File: config.mk
export PLATFORM = sky130hd
export DESIGN_NAME = bus_cmd_decoder
export DESIGN_NICKNAME = d
export VERILOG_FILES = /design/src/rtl/bcd_pkg.sv /design/src/rtl/bcd_cmd_map.sv /design/src/rtl/bcd_seq.sv /design/src/rtl/bus_cmd_decoder.sv
export SDC_FILE = /design/constraint.sdc
export NUM_CORES = 1
export LEC_CHECK = 0
export ABC_AREA = 0
export CAP_MARGIN = 20
export CORE_AREA = 3 3 40 42
export CTS_BUF_LIST = sky130_fd_sc_hd__clkbuf_16
export CTS_CLUSTER_DIAMETER = 40
export CTS_CLUSTER_SIZE = 25
export DETAILED_ROUTE_END_ITERATION = 10
export DIE_AREA = 0 0 43 45
export PLACE_DENSITY_LB_ADDON = 0.15
export SLEW_MARGIN = 20
export SYNTH_ARGS = -nofsm -noshare
export SYNTH_HDL_FRONTEND = slang
export SYNTH_SLANG_ARGS = --single-unit
File: constraint.sdc
create_clock -name clk -period 1.9 [get_ports clk]
set_input_delay 0.19 -clock clk [delete_from_list [all_inputs] [get_ports clk]]
set_output_delay 0.19 -clock clk [all_outputs]
set_load 0.01 [all_outputs]
File: src/rtl/bcd_pkg.sv
package bcd_pkg;

    localparam int STAT_W = 3;

    typedef enum logic [STAT_W-1:0] {
        ST_INTA  = 3'b000,
        ST_IORD  = 3'b001,
        ST_IOWR  = 3'b010,
        ST_HALT  = 3'b011,
        ST_FETCH = 3'b100,
        ST_MRD   = 3'b101,
        ST_MWR   = 3'b110,
        ST_PASS  = 3'b111
    } stat_e;

    // Transfer phases: waiting for passive, armed, latch clock,
    // leading-strobe clock, full-command clocks
    typedef enum logic [2:0] {
        PH_WAITP,
        PH_IDLE,
        PH_ADDR,
        PH_LEAD,
        PH_FULL
    } phase_e;

    // Active-high command selection for a latched code
    typedef struct packed {
        logic mrd;
        logic mwr;
        logic iord;
        logic iowr;
        logic inta;
        logic wr;
    } cmd_sel_t;

    typedef struct packed {
        phase_e              phase;
        logic [STAT_W-1:0]   code;
    } seq_t;

endpackage

File: src/rtl/bcd_cmd_map.sv
module bcd_cmd_map
    import bcd_pkg::*;
(
    input  logic [STAT_W-1:0] code,
    output cmd_sel_t          sel
);

    always_comb begin
        sel = '0;
        case (code)
            ST_INTA:  sel.inta = 1'b1;
            ST_IORD:  sel.iord = 1'b1;
            ST_IOWR:  begin sel.iowr = 1'b1; sel.wr = 1'b1; end
            ST_FETCH: sel.mrd  = 1'b1;
            ST_MRD:   sel.mrd  = 1'b1;
            ST_MWR:   begin sel.mwr = 1'b1; sel.wr = 1'b1; end
            default:  sel = '0;
        endcase
    end

endmodule

File: src/rtl/bcd_seq.sv
module bcd_seq
    import bcd_pkg::*;
(
    input  logic              clk,
    input  logic              rst_n,
    input  logic [STAT_W-1:0] stat,
    output phase_e            phase,
    output logic [STAT_W-1:0] code
);

    seq_t s_d, s_q;

    always_comb begin
        s_d = s_q;
        if (stat == ST_PASS) begin
            s_d.phase = PH_IDLE;
        end else begin
            case (s_q.phase)
                PH_WAITP: s_d.phase = PH_WAITP;
                PH_IDLE: begin
                    if (stat == ST_HALT) begin
                        s_d.phase = PH_WAITP;
                    end else begin
                        s_d.phase = PH_ADDR;
                        s_d.code  = stat;
                    end
                end
                PH_ADDR: s_d.phase = PH_LEAD;
                PH_LEAD: s_d.phase = PH_FULL;
                PH_FULL: s_d.phase = PH_FULL;
                default: s_d.phase = PH_WAITP;
            endcase
        end
    end

    always_ff @(posedge clk or negedge rst_n) begin
        if (!rst_n) begin
            s_q.phase <= PH_WAITP;
            s_q.code  <= ST_PASS;
        end else begin
            s_q <= s_d;
        end
    end

    assign phase = s_q.phase;
    assign code  = s_q.code;

endmodule

File: src/rtl/bus_cmd_decoder.sv
module bus_cmd_decoder
    import bcd_pkg::*;
(
    input  logic              clk,
    input  logic              rst_n,
    input  logic [STAT_W-1:0] stat,
    output logic              mem_rd_n,
    output logic              mem_wr_n,
    output logic              mem_wr_adv_n,
    output logic              io_rd_n,
    output logic              io_wr_n,
    output logic              io_wr_adv_n,
    output logic              int_ack_n,
    output logic              ale,
    output logic              dt_r,
    output logic              den
);

    phase_e            phase;
    logic [STAT_W-1:0] code_q;
    cmd_sel_t          sel;
    logic              in_xfer, lead_on, full_on;

    bcd_seq u_seq (
        .clk   (clk),
        .rst_n (rst_n),
        .stat  (stat),
        .phase (phase),
        .code  (code_q)
    );

    bcd_cmd_map u_map (
        .code (code_q),
        .sel  (sel)
    );

    always_comb begin
        lead_on = (phase == PH_LEAD) || (phase == PH_FULL);
        full_on = (phase == PH_FULL);
        in_xfer = (phase == PH_ADDR) || lead_on;

        ale          = (phase == PH_ADDR);
        den          = lead_on;
        dt_r         = in_xfer & sel.wr;
        mem_rd_n     = ~(lead_on & sel.mrd);
        mem_wr_adv_n = ~(lead_on & sel.mwr);
        mem_wr_n     = ~(full_on & sel.mwr);
        io_rd_n      = ~(lead_on & sel.iord);
        io_wr_adv_n  = ~(lead_on & sel.iowr);
        io_wr_n      = ~(full_on & sel.iowr);
        int_ack_n    = ~(lead_on & sel.inta);
    end

endmodule

==> metrics <==
critical path class reg2out; # port buffers 14; Hold Vio Cnt, Final 0; Diodes inserted 0; met3 usage roughly 6.4%; setup slack after layout 0.116 ns; max frequency 560 MHz; GRT Total Usage 10.7%; final period utilization 93.9%; RR Endpoint u_seq.code[2]$_DFFE_PN1P_; Syn Inst Count 36; slew margin rel. 82.6%; share of the synthesized area in the top cell type 23.2%; drt pass-1 iters 1; Syn Area/Cell between 9 and 10 um2; grt ovf 0; initial antenna violation count 0; met1 GRT Util 9.29%; RePlAce Congestion 0.706; share of layout cells above drive strength 1 23.6%; WL final 855 um; Worst-path clk slew around 0.040 ns; pre-CTS setup slack 0.141 ns; Hold Path Class in2async; Worst EP required 1.71 ns; Starting Density 26.5%; Critical Path Sink den; die extent in y 45 um; CTS max path bufs 2; sequential area share after synthesis 45.2%; first-pass GRT wire length 1.35 mm; outcome finished clean; crit path DAT 1.59 ns; io pins 15; most used routing layer in global routing met2; switch share 30.7%; min Tclk post-route 1.78 ns; Die Span X between 40 and 50 um; H-Tree Depth 1; Post-Syn Area 340 um2; P&R area growth vs syn 80.9%; leak pwr between 0.2 and 0.3 nW; Core ar. 1280 um2; Peak VDD IR 0.000663 V; Yosys warning count 0; die area between 1500 and 2000 um2; CTS buffer count 3; CTS tree yes; Core Util, Final a little under half; 1st-iter DRT viols 0; Critical R2R Launch u_seq.phase[1]$_DFF_PN0_; root buf cell clkbuf_16; Final Max Tran Viols 0; P_sw 0.295 mW; PwrDens 1560 nW/um2; Combinational Power Share 34.8%; CP Max Fanout 6; clock share of power a little over a third; Area contributors post-synth dfstp_2 (23%), dfrtp_1 (22%), nand3b_1 (6.6%); largest net degree at the start of global routing 8; post-route antenna net violation count 0; R2R depth 3; M2 GR Usage 16.8%; Synth area leader dfstp_2; Slew @ Worst Pin 0.261 ns; # rows 13; RSZ-0062 raised after global routing no; vias in the first global route 313; Sequential Power Share 29.1%; routed vias 335; Routed wire per std cell about 12 um; DRC viols 0; post-DP HPWL 620 um; Int Power approximately 0.67 mW; Yosys cell types 19; crit path capture type output pin; net count reported at finish 61; crit path from u_seq.phase[0]$_DFF_PN0_; Via density 4.79; setup_tns 0 ns; Max-Cap Viols 0; clock net sink count 6; worst-skew pair later-pin latency ~0.23 ns; hold_buf cts 0; # setup viols final 0; syn nets 41; commonest non-fill, non-tap cells in the layout dlymetal6s2s_1 (7), clkdlybuf4s50_1 (6), nand3_1 (4); reg2reg setup slack between 0.4 and 0.5 ns; worst clock skew 0.00456 ns; crit start category flop; Hold WS 0.195 ns; synthesis-stage register bit count 6; commonest non-fill, non-tap cell in the layout dlymetal6s2s_1
==> through the flow <==
step | power, mW | cell area [um2] | std cells
2_1_floorplan | 0.459 | 340 | 36
3_3_place_gp | 0.582 | 502 | 65
3_5_place_dp | 0.596 | 502 | 65
4_1_cts | 0.975 | 596 | 70
5_1_grt | 1.03 | 616 | 70
6_report | 0.960 | 616 | 70
==> metal layers <==
layer  wire length, um  share of wire, %
met5                 0                 0
met4                34               4.0
met3                90                11
met2               382                45
met1               348                41
==> final cells by class <==
cell class / count / area (um2)
clock inverter: 1 / 3.75
sequential: 6 / 154
tap: 15 / 18.8
inverter: 2 / 7.51
fill: 129 / 669
multi-input combinational: 27 / 185
timing repair buffer: 16 / 171
clock buffer: 3 / 75.1
==> worst max-delay path: stages (launching register included) <==
cell             delay, ns
dfrtp_1               0.41
nor3b_2               0.24
a21oi_2               0.07
inv_2                 0.10
clkdlybuf4s50_1       0.54
==> worst min-delay path by stage <==
stage / start / endpoint / slack [ns] / depth (start not counted)
after floorplan: rst_n / u_seq.phase[0]$_DFF_PN0_ / -0.11 / 0
after global placement: rst_n / u_seq.phase[1]$_DFF_PN0_ / 0.44 / 1
after detailed placement: rst_n / u_seq.phase[1]$_DFF_PN0_ / 0.45 / 1
after CTS: rst_n / u_seq.phase[1]$_DFF_PN0_ / 0.21 / 1
after global routing: rst_n / u_seq.phase[0]$_DFF_PN0_ / 0.22 / 1
final: rst_n / u_seq.phase[1]$_DFF_PN0_ / 0.19 / 1
==> cells by family after synthesis <==
| kind of cell | after synthesis | synth area share (%) |
|---|---|---|
| AND/OR/NAND/NOR | 20 | 34.6 |
| AO/OA/AOI/OAI | 6 | 13.2 |
| flip-flops | 6 | 45.2 |
| buffers and inverters | 3 | 3.68 |
| multiplexers | 1 | 3.31 |
==> registers in the layout, indices dropped and copies added (netlist names) <==
name / cells
u_seq.code: 3
u_seq.phase: 3
==> synthesized netlist by cell type <==
cell type,number
buf_2,1
or3_1,1
nor3b_1,1
nand3_1,4
a21oi_1,2
a21oi_2,1
mux2_1,1
nand2_1,1
nor2b_1,2
and2_1,1
a32oi_1,1
or3b_1,1
nor2_1,3
nand2b_1,3
dfstp_2,3
inv_1,2
nand3b_1,3
o22a_1,2
dfrtp_1,3
==> power by group through the flow <==
stage | registers [mW] | logic [mW] | clock network [mW]
2_1_floorplan | 0.255 | 0.204 | 0
3_3_place_gp | 0.268 | 0.314 | 0
3_5_place_dp | 0.273 | 0.323 | 0
4_1_cts | 0.277 | 0.340 | 0.357
5_1_grt | 0.299 | 0.364 | 0.367
6_report | 0.279 | 0.334 | 0.347
==> what timing repair did <==
action	4_1_cts	5_1_grt
endpoints found under the setup margin	6	7
pin swaps	1	1
setup buffers	1	0
resized for setup	4	8
Note: power is estimated with default switching activity, not from simulation.
